--- config.mk ---
export PLATFORM = sky130hd
export DESIGN_NAME = elem_sat_clamp
export DESIGN_NICKNAME = d
export VERILOG_FILES = /design/src/rtl/sat_pkg.sv /design/src/rtl/sat_range.sv /design/src/rtl/sat_clamp.sv /design/src/rtl/elem_sat_clamp.sv
export SDC_FILE = /design/constraint.sdc
export NUM_CORES = 1
export LEC_CHECK = 0
export BUFFER_PORTS_ARGS = -buffer_cell sky130_fd_sc_hd__buf_2
export CAP_MARGIN = 20
export CORE_MARGIN = 2
export CORE_UTILIZATION = 55
export DETAILED_ROUTE_END_ITERATION = 7
export MAX_ROUTING_LAYER = met4
export PLACE_DENSITY = 0.76
export SLEW_MARGIN = 25
export SYNTH_ARGS = -nofsm -noshare
export SYNTH_HDL_FRONTEND = slang
export SYNTH_HIERARCHICAL = 1
export SYNTH_SLANG_ARGS = --single-unit
--- constraint.sdc ---
create_clock -name clk -period 17.4 [get_ports clk]
set_clock_uncertainty 0.1 [all_clocks]
set_input_delay 1.74 -clock clk [delete_from_list [all_inputs] [get_ports clk]]
set_output_delay 1.74 -clock clk [all_outputs]
set_load 0.1 [all_outputs]
--- src/rtl/sat_pkg.sv ---
package sat_pkg;
    localparam int unsigned NUM_DW = 4;

    // destination width code; width = full >> code
    typedef enum logic [1:0] {
        DW_FULL    = 2'b00,
        DW_HALF    = 2'b01,
        DW_QUARTER = 2'b10,
        DW_EIGHTH  = 2'b11
    } dw_code_e;
endpackage

--- src/rtl/sat_range.sv ---
module sat_range
    import sat_pkg::*;
#(
    parameter int unsigned MAX_W = 64
) (
    input  dw_code_e                 code_i,
    input  logic                     signed_i,
    output logic signed [MAX_W:0]    lo_o,
    output logic signed [MAX_W:0]    hi_o,
    output logic [MAX_W-1:0]         mask_o
);
    logic [MAX_W-1:0]      mask_c [NUM_DW];
    logic signed [MAX_W:0] umax_c [NUM_DW];
    logic signed [MAX_W:0] smax_c [NUM_DW];
    logic signed [MAX_W:0] smin_c [NUM_DW];

    for (genvar k = 0; k < NUM_DW; k++) begin : g_width
        localparam int unsigned WK = MAX_W >> k;
        assign mask_c[k] = {MAX_W{1'b1}} >> (MAX_W - WK);
        assign umax_c[k] = {1'b0, mask_c[k]};
        assign smax_c[k] = {1'b0, (mask_c[k] >> 1)};
        assign smin_c[k] = ~smax_c[k];
    end

    always_comb begin
        mask_o = mask_c[code_i];
        hi_o   = signed_i ? smax_c[code_i] : umax_c[code_i];
        lo_o   = signed_i ? smin_c[code_i] : '0;
    end


    range_order_chk: assert final (lo_o <= hi_o);
endmodule

--- src/rtl/sat_clamp.sv ---
module sat_clamp #(
    parameter int unsigned MAX_W = 64
) (
    input  logic signed [MAX_W:0] value_i,
    input  logic signed [MAX_W:0] lo_i,
    input  logic signed [MAX_W:0] hi_i,
    input  logic [MAX_W-1:0]      mask_i,
    output logic [MAX_W-1:0]      clamped_o,
    output logic                  hit_o
);
    logic above, below;

    always_comb begin
        above = value_i > hi_i;
        below = value_i < lo_i;
        hit_o = above | below;
        if (above)
            clamped_o = hi_i[MAX_W-1:0] & mask_i;
        else if (below)
            clamped_o = lo_i[MAX_W-1:0] & mask_i;
        else
            clamped_o = value_i[MAX_W-1:0] & mask_i;
    end
endmodule

--- src/rtl/elem_sat_clamp.sv ---
module elem_sat_clamp
    import sat_pkg::*;
#(
    parameter int unsigned MAX_W = 64
) (
    input  logic               clk,
    input  logic               rst_n,
    input  logic               in_valid,
    input  logic [MAX_W:0]     in_value,
    input  logic [1:0]         in_width,
    input  logic               in_signed,
    input  logic               in_sat,
    input  logic               in_ovf_en,
    output logic               out_valid,
    output logic [MAX_W-1:0]   out_value,
    output logic               out_ovf,
    output logic               out_illegal
);
    typedef struct packed {
        logic             valid;
        logic [MAX_W-1:0] value;
        logic             ovf;
        logic             ill;
    } out_s;

    out_s state_d, state_q;

    logic signed [MAX_W:0] lo, hi;
    logic [MAX_W-1:0]      mask;
    logic [MAX_W-1:0]      clamped;
    logic                  hit;
    dw_code_e              code;

    assign code = dw_code_e'(in_width);

    sat_range #(.MAX_W(MAX_W)) u_range (
        .code_i   (code),
        .signed_i (in_signed),
        .lo_o     (lo),
        .hi_o     (hi),
        .mask_o   (mask)
    );

    sat_clamp #(.MAX_W(MAX_W)) u_clamp (
        .value_i   (in_value),
        .lo_i      (lo),
        .hi_i      (hi),
        .mask_i    (mask),
        .clamped_o (clamped),
        .hit_o     (hit)
    );

    always_comb begin
        state_d       = state_q;
        state_d.valid = in_valid;
        if (in_valid) begin
            if (in_sat && in_ovf_en) begin
                state_d.value = '0;
                state_d.ovf   = 1'b0;
                state_d.ill   = 1'b1;
            end else if (in_sat) begin
                state_d.value = clamped;
                state_d.ovf   = hit;
                state_d.ill   = 1'b0;
            end else begin
                state_d.value = in_value[MAX_W-1:0] & mask;
                state_d.ovf   = 1'b0;
                state_d.ill   = 1'b0;
            end
        end
    end

    always_ff @(posedge clk) begin
        if (!rst_n) state_q <= '0;
        else        state_q <= state_d;
    end

    assign out_valid   = state_q.valid;
    assign out_value   = state_q.value;
    assign out_ovf     = state_q.ovf;
    assign out_illegal = state_q.ill;


    valid_pipe_chk: assert property (@(posedge clk) disable iff (!rst_n)
        in_valid |=> out_valid);

    idle_pipe_chk: assert property (@(posedge clk) disable iff (!rst_n)
        !in_valid |=> !out_valid);

    illegal_combo_chk: assert property (@(posedge clk) disable iff (!rst_n)
        (in_valid && in_sat && in_ovf_en) |=> (out_illegal && out_value == '0 && !out_ovf));

    wrap_no_ovf_chk: assert property (@(posedge clk) disable iff (!rst_n)
        (in_valid && !in_sat) |=> (!out_ovf && !out_illegal));

    neg_unsigned_chk: assert property (@(posedge clk) disable iff (!rst_n)
        (in_valid && in_sat && !in_ovf_en && !in_signed && in_value[MAX_W])
        |=> (out_value == '0 && out_ovf));
endmodule

# Yosys cells after proc, flatten, opt, wreduce, memory -nomap -nowiden

Cells that the tools add are included.

Bits in writable memories: 0
Bits in read-only memories: 0
Input bits: 73
Output and inout bits: 67
Word-level logic and storage cells: 31
Latch bits: 0
Register bits after elaboration: 67
Memories: 0

Muxes and demuxes: 18
$mul: 0
Equality and inequality tests: 0
$lt $le $gt $ge: 3
Shift-type cells: 0
Reductions and logical operators: 1
Divide/modulo/power cells: 0
Add/sub/neg operators: 0
Bitwise operators: 5

Operator list:

| cell                 | number |
|---|---|
| $mux W65             | 8 |
| $bmux W65 S2         | 3 |
| $mux W64             | 4 |
| $and A64 B64 Y64     | 3 |
| $mux W66             | 2 |
| $bmux W64 S2         | 1 |
| $gt A65 B65 Y1       | 1 |
| $lt A65 B65 Y1       | 1 |
| $ge A3 B3 Y1 const B | 1 |
| $not A2 Y3           | 1 |
| $logic_and A1 B1 Y1  | 1 |
| $or A1 B1 Y1         | 1 |

# Logic depth before layout (Yosys ltp)

Gate-level depths: netlist of run 1.

Depth in word-level cells: 10
Gate-level depth with buffers: 18
Depth with buffers taken out: 14

# Modules after synthesis

The synthesis of run 1 kept the hierarchy.

Modules (own cells, without submodules):

| module         | cells an instance | times used | sequential area each (um^2) | area an instance (um^2) |
|---|---|---|---|---|
| sat_clamp      | 683               | 1          | 0.0                         | 4759.6 |
| elem_sat_clamp | 360               | 1          | 1341.3                      | 3054.2 |
| sat_range      | 197               | 1          | 0.0                         | 1451.4 |

# Worst setup path after synthesis of run 1

No wires, ideal clock.

Path type: in2reg
Start: input in_width[1]
End: register state_q (netlist bit out_value[61])
Path buffers: 4
Setup slack: 10.569 ns
Library setup time: 0.117 ns
Required time: 17.183 ns
Data arrival time: 6.615 ns
Cell stages on the path: 17
Cells stage by stage: buf_6 -> nor2_1 -> buf_4 -> inv_1 -> ha_1 -> nand4_1 -> nor4_1 -> nand4_1 -> o221ai_1 -> and2_1 -> a31o_2 -> clkbuf_1 -> clkbuf_1 -> a21oi_1 -> nand2_1 -> o21ai_0 -> a22o_4

Elaborated cells between the ends (all ways): 24
Classes of those cells: order compare: 2; mux: 18; bitwise: 4

RTL lines:

| element                                     | RTL line             | RTL |
|---|---|---|
| start, declared                             | elem_sat_clamp.sv:10 | `input logic [1:0] in_width,` |
| $not A2 Y3 (implied by the code) (*)        | sat_range.sv:27      | `hi_o = signed_i ? smax_c[code_i] : umax_c[code_i];` |
| $bmux W65 S2                                | sat_range.sv:27      |  |
| $mux W65 (implied by the code) (2 in a row) | sat_range.sv:27      |  |
| $mux W65 (*)                                | sat_range.sv:27      |  |
| net hi[32]                                  | elem_sat_clamp.sv:28 | `logic signed [MAX_W:0] lo, hi;` |
| $gt A65 B65 Y1 (*)                          | sat_clamp.sv:14      | `above = value_i > hi_i;` |
| $mux W64 (*)                                | sat_clamp.sv:17      | `if (above)` |
| net clamped[61]                             | elem_sat_clamp.sv:30 | `logic [MAX_W-1:0] clamped;` |
| $mux W66 (*)                                | elem_sat_clamp.sv:61 | `end else if (in_sat) begin` |
| $mux W66 (*)                                | elem_sat_clamp.sv:57 | `if (in_sat && in_ovf_en) begin` |
| end signal, assigned                        | elem_sat_clamp.sv:75 | `else state_q <= state_d;` |
| end, declared                               | elem_sat_clamp.sv:26 | `out_s state_d, state_q;` |

The timed path passes the listed nets; every way through them passes the cells marked *. The select of a mux whose other input is x is not followed.
A chain may end at the register's enable or synchronous reset.

# Worst setup path in the final report of run 1

Start: input in_width[1]
End: register state_q (netlist bit out_value[30])

Longest elaborated chain between the ends: 10
Elaborated cells between the ends (all ways): 24
Classes of those cells: order compare: 2; mux: 18; bitwise: 4

RTL lines:

| element                                     | RTL line             | RTL |
|---|---|---|
| $not A2 Y3 (implied by the code)            | sat_range.sv:28      | `lo_o = signed_i ? smin_c[code_i] : '0;` |
| $bmux W65 S2                                | sat_range.sv:28      |  |
| $mux W65 (implied by the code) (2 in a row) | sat_range.sv:28      |  |
| $mux W65                                    | sat_range.sv:28      |  |
| net lo[31]                                  | elem_sat_clamp.sv:28 |  |
| $lt A65 B65 Y1                              | sat_clamp.sv:15      | `below = value_i < lo_i;` |
| $mux W64                                    | sat_clamp.sv:19      | `else if (below)` |
| $mux W64                                    | sat_clamp.sv:17      |  |
| net clamped[30]                             | elem_sat_clamp.sv:30 |  |
| $mux W66                                    | elem_sat_clamp.sv:61 |  |
| $mux W66                                    | elem_sat_clamp.sv:57 |  |

The timed path passes the listed nets, and every way through them passes these cells. The select of a mux whose other input is x is not followed.

==> impl_metrics.ini, run 1 <==
[routing]
via_per_inst = 5.38
dr.pass1.iters = 4
drt-wirelength-per-cell_um = 13.8
num_vias = 7598
wirelength_mm = 19.5
drcViolationCount = 0
drtIter0Drc = 433
drtAntennaViolNets = 0

[synthesis]
synthCells = 1240
synth_area_per_cell_um2 = 7.47
synthArstFlopShare_pct = 0
synth_edf_count = 0
synth.distinct_cells = 55
syn_area_um2 = 9270
synth_warnings = 6
synth_ff_type = dfxtp_1
ys_ff_latch = 67
synth_seq_area_share_pct = 14.5

[final_layout]
postLayoutCellArea_um2 = 8910
num-fill-cells = 1589
nets = 1388
areaGrowthSynthToFinish_pct = -3.86
n_antenna_cell = 0
drive_above_1_share_pct = 14.8
final_cell_mix = nand2_1, o21ai_0, buf_2, inv_1, ha_1
final_common_cell = nand2_1

[power_and_ir_drop]
leakage_nw = 4.47
combPwrFrac_pct = 42.4
power_frac_seq_pct = 27.8
vdd_ir_drop_max_mv = 0.0531
powerDensity_nw_per_um2 = 65.6
p_int_w = 0.000344
switchingPower_w = 0.000241
pwr-share-clk_pct = 29.8
p_sw_share_pct = 41.2

[die]
die_w_um = 134
core_region_area_um2 = 16500
pin_count = 140
die-area_um2 = 17900
fp.dieH_um = 134
initial_core_util_pct = 56.1
num_rows = 47

[worst_setup_path]
worstPathRequired_ns = 17.54
worst_setup_path_end_kind = register
worstPathMaxFanout = 64
path_class = primary input to register
crit_arrival_ns = 6.40
startpoint_type = primary input
r2r_cells = 1

[sta]
fmax_mhz = 160
period_share_pct = 36.0
rsz0062_at_grt = false
tightestPinTransition_ns = 0.843
setup-tns-final_ns = 0
fin_ws_ns = 11.14
period_needed_ns = 6.26
slew_headroom_pct = 43.7
hold_viol_final = 0
final_max_slew_viol_count = 0
finalSetupViolCount = 0
hold_ws_ns = 0.367

[placed_design]
dp_hpwl_mm = 14.3
dpl_cell_area_um2 = 8620
place.port_buffers = 139
dp_slack_ns = 10.80
gp_congestion = 0.845

[run_status]
status = completed

[global_routing]
grt_usage_pct = 23.0
grt_pass1_wl_mm = 33.4
grt_max_degree = 127
antenna_found_initial = 0
overflow = 0
grt_pass1_vias = 6937

[clock_network]
cts.htree.levels = 3
postCtsResizedCells = 0
cts.sinks = 67
clk_latency_ns = 0.35
tritoncts = yes
path_clk_slew_ns = 0.06
cts_setup_buffers = 0
postCtsHoldBufs = 0
cts_root_buffer = clkbuf_16
cts_buffer_depth = 2
cts_buffers = 9

[hold_path]
whs_path_depth = 2
hold_path.class = register to register

[job]
cap_violations = 0
==> synthesized netlist by cell type, drive strengths merged (3+ instances only) <==
cell	instances	area share, %
o21ai	151	8.2
a22o	64	6.1
a21o	9	0.73
nand4	26	1.8
ha	129	17
a21oi	113	6.1
clkbuf	17	0.69
inv	134	5.4
dlygate4sd1	3	0.28
mux2i	64	6.9
and3	3	0.20
a211oi	4	0.32
and2	4	0.30
nor3	4	0.22
a21boi	4	0.49
nand3	14	0.76
nor2	11	0.45
nor4	4	0.27
buf	214	19
and4	5	0.47
nand2b	3	0.26
a221oi	8	0.76
nand2	158	6.4
dfxtp	67	14
==> layout make-up <==
| type | instances | area [µm²] | share of cell area (%) |
|---|---|---|---|
| Clock buffer | 10 | 239 | 2.68 |
| Clock inverter | 6 | 41.3 | 0.464 |
| Inverter | 134 | 503 | 5.65 |
| Multi-Input combinational cell | 826 | 5710 | 64.1 |
| Sequential cell | 67 | 1340 | 15.1 |
| Tap cell | 220 | 275 | 3.09 |
| Timing Repair Buffer | 148 | 802 | 9.00 |
==> path summary, 6_finish.rpt <==
check | slack [ns] | endpoint | startpoint
max | 11.14 | out_value[30] | in_width[1]
min | 0.37 | out_ovf | out_ovf
max reg2reg | 16.65 | out_value[61] | out_value[61]
min reg2reg | 0.37 | out_ovf | out_ovf
==> sequential cells by signal, summed over array words and instances (netlist names) <==
signal	cells
out_valid	1
out_value	64
out_ovf	1
out_illegal	1
==> worst max-delay path, cell delays in order <==
cell and delay [ns]:
buf_2 0.18, o21a_2 0.14, buf_4 0.48, inv_1 0.11
ha_1 0.35, nand4_1 0.17, or4_1 0.58, or2_0 0.21
o22ai_1 0.22, a2111oi_1 0.13, a21boi_4 0.60, buf_4 0.64
mux2i_1 0.26, a21oi_1 0.09, nand2_1 0.09, o21ai_0 0.10
a22o_1 0.21
==> power by group through the flow <==
stage | clock network (W) | registers [W] | logic, W
floorplan | 0 | 0.000209 | 0.000191
global placement | 0 | 0.000166 | 0.000236
detailed placement | 0 | 0.000166 | 0.000247
CTS | 0.000178 | 0.000163 | 0.000248
global route | 0.000184 | 0.000163 | 0.000278
finish | 0.000174 | 0.000162 | 0.000248
==> through the flow <==
step / instances / utilization [%] / power [W]
2_1_floorplan: 1261 / - / 0.000400
3_3_place_gp: 1393 / 51.9 / 0.000402
3_5_place_dp: 1395 / 52.2 / 0.000413
4_1_cts: 1411 / 53.9 / 0.000588
5_1_grt: 1411 / 53.9 / 0.000626
6_report: 1411 / 53.9 / 0.000585
==> layer usage <==
layer,part of all wire [%],global-route usage (%),wire (µm)
met5,0,-,0
met4,0.80,4.91,155
met2,46,37.6,9000
met3,4.1,4.31,802
met1,49,29.8,9490
==> kinds of logic after synthesis <==
logic type,count (synthesis),synth area share (%)
simple gates,241,11.9
fa+ha+maj,129,17.4
compound gates,369,24.1
other cells,2,0.0811
flops,67,14.5
buf+inv,368,25.1
mux,64,6.91
Note: power is estimated with default switching activity, not from simulation.
==> run 2: changes to the inputs <==
ABC_AREA = 1   (was unset)
PLACE_DENSITY = 0.75   (was 0.76)
clock period = 6.45 ns   (was 17.4 ns; I/O delays follow)
==> run 2 against run 1 <==
  * Die area grew 17%
  * Sequential power rose to 2.8 times the previous value
  * Worst hold slack worse by 0.0084 ns
==> impl_metrics.ini, run 2 <==
[routing]
via_per_inst = 5.02
drtAntennaViolNets = 0
dr.pass1.iters = 5
drt-wirelength-per-cell_um = 12.9
drtIter0Drc = 628
wirelength_mm = 26.6
num_vias = 10300
drcViolationCount = 0

[final_layout]
final_cell_mix = nand2_1, inv_1, nor2_1, nand3_1, buf_2
largest_register_ffs = 64
areaGrowthSynthToFinish_pct = -3.01
nets = 1988
postLayoutCellArea_um2 = 10600
final_common_cell = nand2_1
drive_above_1_share_pct = 15.1

[worst_setup_path]
cpPeakStageDelay_ns = 0.72
path_class = primary input to register
worst_setup_path_end_kind = register
critPathMostFrequentCell = nand2_1
crit_arrival_ns = 4.77
path_buf_inv = 4
worstPathRequired_ns = 6.55
cp_top_family = simple AND/OR/NAND/NOR gates
crit_slowest_cell = nand2_1
startpoint_type = primary input
worstPathMaxFanout = 49

[synthesis]
synth_edf_count = 0
synth_area_per_cell_um2 = 5.88
synth_seq_area_share_pct = 12.3
synthArstFlopShare_pct = 0
syn_area_um2 = 10900
synthMostInstantiatedCell = nand2_1
yosys.area.top_type = nand2_1
synth_commonest_cells = nand2_1, inv_1, buf_4
synthTopCellsByArea = nand2_1, ha_1, buf_4, dfxtp_1, inv_1
synth.distinct_cells = 29
synth_warnings = 6
synth_ff_type = dfxtp_1
netlist.area_leader.share_pct = 19.0
synthCells = 1857
ys_ff_latch = 67

[run_status]
status = completed

[sta]
slew_headroom_pct = 35.1
tightestPinTransition_ns = 0.970
period_share_pct = 72.5
hold_viol_final = 0
fmax_mhz = 214
setup-tns-final_ns = 0
final_max_slew_viol_count = 0
finalSetupViolCount = 0
rsz0062_at_grt = false
period_needed_ns = 4.68

[clock_network]
cts_setup_buffers = 0
cts.sinks = 67
tritoncts = yes
cts_buffer_depth = 2
postCtsResizedCells = 0
path_clk_slew_ns = 0.06
cts.htree.levels = 3
cts_buffers = 9
cts_root_buffer = clkbuf_16
postCtsHoldBufs = 0
clk_latency_ns = 0.34

[die]
initial_core_util_pct = 56.1
pin_count = 140
core_region_area_um2 = 19500
fp.dieH_um = 145
num_rows = 51
die_w_um = 145
die-area_um2 = 21000

[hold_path]
hold_path.class = register to register

[power_and_ir_drop]
pwr-share-clk_pct = 26.4
vdd_ir_drop_max_mv = 0.126
leakage_nw = 5.88
power_w = 0.00190
p_int_w = 0.00101
combPwrFrac_pct = 50.0
power_frac_seq_pct = 23.6
p_sw_share_pct = 46.6
powerDensity_nw_per_um2 = 179
switchingPower_w = 0.000886

[job]
cap_violations = 0

[placed_design]
gp_congestion = 0.888
dpl_cell_area_um2 = 10300
dp_hpwl_mm = 18.0
place.port_buffers = 139

[global_routing]
antenna_found_initial = 3
grt_pass1_wl_mm = 45.3
grt_max_degree = 68
overflow = 0
grt_usage_pct = 26.2
grt_pass1_vias = 9556
==> run 2: changes by cell type in the layout (fill, tap and decap cells not counted), moves of 20 or more <==
cell,change
a22o_1,-63
inv_1,+99
mux2i_1,-64
nand2_1,+393
nand3_1,+159
nand3_2,+33
nand4_1,-20
nor2_1,+179
nor2_2,+53
o21ai_0,-133
==> run 2: layout make-up <==
| cell class | count | area (µm²) |
|---|---|---|
| fill | 2054 | 8860 |
| multi-input combinational | 1314 | 6890 |
| sequential | 67 | 1340 |
| inverter | 239 | 897 |
| timing repair buffer | 155 | 841 |
| tap | 265 | 332 |
| clock buffer | 15 | 288 |
| antenna | 3 | 7.51 |
| clock inverter | 1 | 5.00 |
==> run 2: layer usage <==
metal  track usage [%]  vias to the layer above  share of wire, %  wire length [µm]
li1                  -                     5446                 -                 -
met1              33.8                     4552                47             12600
met2              42.1                      310                45             12000
met3              3.90                       31               6.0              1590
met4              8.61                        0               1.7               449
met5                 -                        -                 0                 0
==> run 2: cell families after synthesis <==
group,synth area share (%)
buffers and inverters,25.6
flip-flops,12.3
AND/OR/NAND/NOR,40.3
adder cells (fa/ha/maj),14.8
AO/OA/AOI/OAI,7.04
other,0.0687
==> run 2: per-stage QoR <==
| step | hold slack (ns) | util (%) | instances | worst slack (ns) |
|---|---|---|---|---|
| 5_1_grt | 0.381 | 54.5 | 2059 | 1.38 |
| 3_3_place_gp | 0.349 | 52.9 | 2040 | 1.56 |
| 6_report | 0.358 | 54.5 | 2059 | 1.77 |
| 2_1_floorplan | 0.638 | - | 1878 | 1.96 |
| 3_5_place_dp | 0.352 | 52.9 | 2040 | 1.48 |
| 4_1_cts | 0.362 | 54.4 | 2056 | 1.83 |
==> run 2: path summary, 6_finish.rpt <==
kind	startpoint	end	slack (ns)	depth (start not counted)
worst max-delay path	in_signed	out_value[56]	1.77	25
worst max register to register	out_value[32]	out_value[32]	5.64	2
worst min register to register	out_value[24]	out_value[24]	0.36	2
worst min-delay path	out_value[24]	out_value[24]	0.36	2
==> run 2: power groups by stage <==
stage	clock network (W)	registers, W	logic, W
after floorplan	0	0.000614	0.000703
after global placement	0	0.000456	0.000924
after detailed placement	0	0.000457	0.000940
after global routing	0.000528	0.000451	0.00107
after CTS	0.000513	0.000448	0.000945
final	0.000502	0.000448	0.000950
==> run 2: worst min-delay path, cell delays in order (launching register included) <==
cell,delay (ns)
dfxtp_1,0.30
nand2_1,0.06
a21oi_1,0.05
==> run 3: changes to the inputs <==
clock period = 4.65 ns   (was 6.45 ns; I/O delays follow)
==> run 3 against run 2 <==
  * Clock power up 65%
  * Critical path depth fell by 3
  * Final cell count rose by 0.34%
  * First-iteration DRC count is 4.6% lower
  * Clock-buffer cell count fell by 4
  * Wire length up 2.0%
  * Cell area up 1.2%
  * Power up 47%
  * Setup slack got worse by 0.96 ns
  * Register-to-register slack got worse by 1.7 ns
  * Highest routed layer unchanged
==> impl_metrics.ini, run 3 (synthesized netlist as in run 2, its figures left out) <==
[die]
num_rows = 51
fp.dieH_um = 145
pin_count = 140
initial_core_util_pct = 56.1
core_region_area_um2 = 19500
die_w_um = 145
die-area_um2 = 21000

[clock_network]
path_clk_slew_ns = 0.06
clk_latency_ns = 0.35
cts_buffer_depth = 2
tritoncts = yes
cts_setup_buffers = 0
cts.htree.levels = 3
cts_root_buffer = clkbuf_16
postCtsHoldBufs = 0
postCtsResizedCells = 0
cts.sinks = 67
cts_buffers = 9

[worst_setup_path]
critPathMostFrequentCell = nand2_1
cp_top_family = simple AND/OR/NAND/NOR gates
worstPathMaxFanout = 22
worst_setup_path_end_kind = register
worstPathRequired_ns = 4.75
path_class = primary input to register
cpPeakStageDelay_ns = 0.48
crit_slowest_cell = nand2_1
startpoint_type = primary input
path_buf_inv = 5
path_cells = buf_2 -> nand2_2 -> nand2_1 -> buf_4 -> inv_1 -> ha_1 -> nand2_1 -> nor2_1 -> nand4_1 -> nor3_2 -> nand2_1 -> nand2_2 -> nand2_1 -> nand2_4 -> buf_4 -> nor2_2 -> nor2_1 -> nor2_1 -> inv_1 -> nand2_1 -> nand3_2 -> a21oi_1
crit_arrival_ns = 3.94

[sta]
period_needed_ns = 3.83
slew_headroom_pct = 47.5
period_share_pct = 82.4
setup-tns-final_ns = 0
finalSetupViolCount = 0
rsz0062_at_grt = false
tightestPinTransition_ns = 0.788
final_max_slew_viol_count = 0
fmax_mhz = 261
hold_viol_final = 0

[hold_path]
hold_path.class = primary input to register

[final_layout]
regArea_um2 = 1340
areaGrowthSynthToFinish_pct = -1.84
largest_register_ffs = 64
nets = 1995
num-fill-cells = 2016
final_common_cell = nand2_1
final_cell_mix = nand2_1, inv_1, nor2_1, nand3_1, buf_2
multi_input_area_um2 = 6890
drive_above_1_share_pct = 15.5

[run_status]
status = completed

[power_and_ir_drop]
leakage_nw = 5.95
vdd_ir_drop_max_mv = 0.198
powerDensity_nw_per_um2 = 260
power_w = 0.00279

[routing]
wirelength_mm = 27.1
via_per_inst = 5.06
drt-wirelength-per-cell_um = 13.1
dr.pass1.iters = 5
drtAntennaViolNets = 0
drcViolationCount = 0
num_vias = 10500
drtIter0Drc = 599

[global_routing]
overflow = 0
grt_usage_pct = 26.7
grt_max_degree = 96
antenna_found_initial = 3
grt_pass1_wl_mm = 46.2
grt_pass1_vias = 9591

[placed_design]
place.port_buffers = 139
gp_congestion = 0.887
dp_hpwl_mm = 18.8

[job]
cap_violations = 0
==> run 3: worst paths after layout <==
kind / start / to / slack, ns / cells after the start
setup / recovery: in_signed / out_value[44] / 0.82 / 22
hold / removal: in_valid / out_valid / 0.23 / 3
setup reg to reg: out_value[31] / out_value[31] / 3.89 / 2
hold reg to reg: out_value[26] / out_value[26] / 0.36 / 2
==> run 3: power breakdown <==
part	switching (W)	internal (W)	total, W
clock	0.000290	0.000537	0.000827
combinational	0.000945	0.000394	0.00134
sequential	0.0000145	0.000605	0.000619
total	0.00125	0.00154	0.00279
==> run 3: area by class of cell <==
class,count,share of cell area [%]
Timing Repair Buffer,162,8.56
Clock buffer,11,2.26
Clock inverter,5,0.933
Sequential cell,67,12.5
Tap cell,265,3.09
Antenna cell,3,0.0700
Inverter,239,8.36
Multi-Input combinational cell,1314,64.2
==> run 3: stage by stage <==
stage / utilization (%) / std cells / cell area [µm²] / hold slack [ns] / worst slack, ns
6_report: 55.1 / 2066 / 10700 / 0.234 / 0.818
4_1_cts: 55.1 / 2063 / 10700 / 0.229 / 0.831
2_1_floorplan: - / 1878 / 11000 / 0.458 / 0.339
3_5_place_dp: 53.3 / 2047 / 10400 / 0.354 / 0.470
3_3_place_gp: 53.3 / 2047 / 10400 / 0.349 / 0.593
5_1_grt: 55.1 / 2066 / 10700 / 0.259 / 0.416
==> run 3: layer usage <==
| metal | global-route usage [%] | vias up | share of wire [%] | wire length [µm] |
|---|---|---|---|---|
| li1 | - | 5445 | - | - |
| met1 | 34.6 | 4689 | 47 | 12600 |
| met2 | 43.5 | 296 | 46 | 12500 |
| met3 | 3.71 | 30 | 6.2 | 1680 |
| met4 | 7.87 | 0 | 1.1 | 304 |
| met5 | - | - | 0 | 0 |
==> run 3: worst register-to-register path, cell delays in order (launching register included) <==
cell	delay [ns]
dfxtp_1	0.37
nand2_1	0.07
a21oi_1	0.16
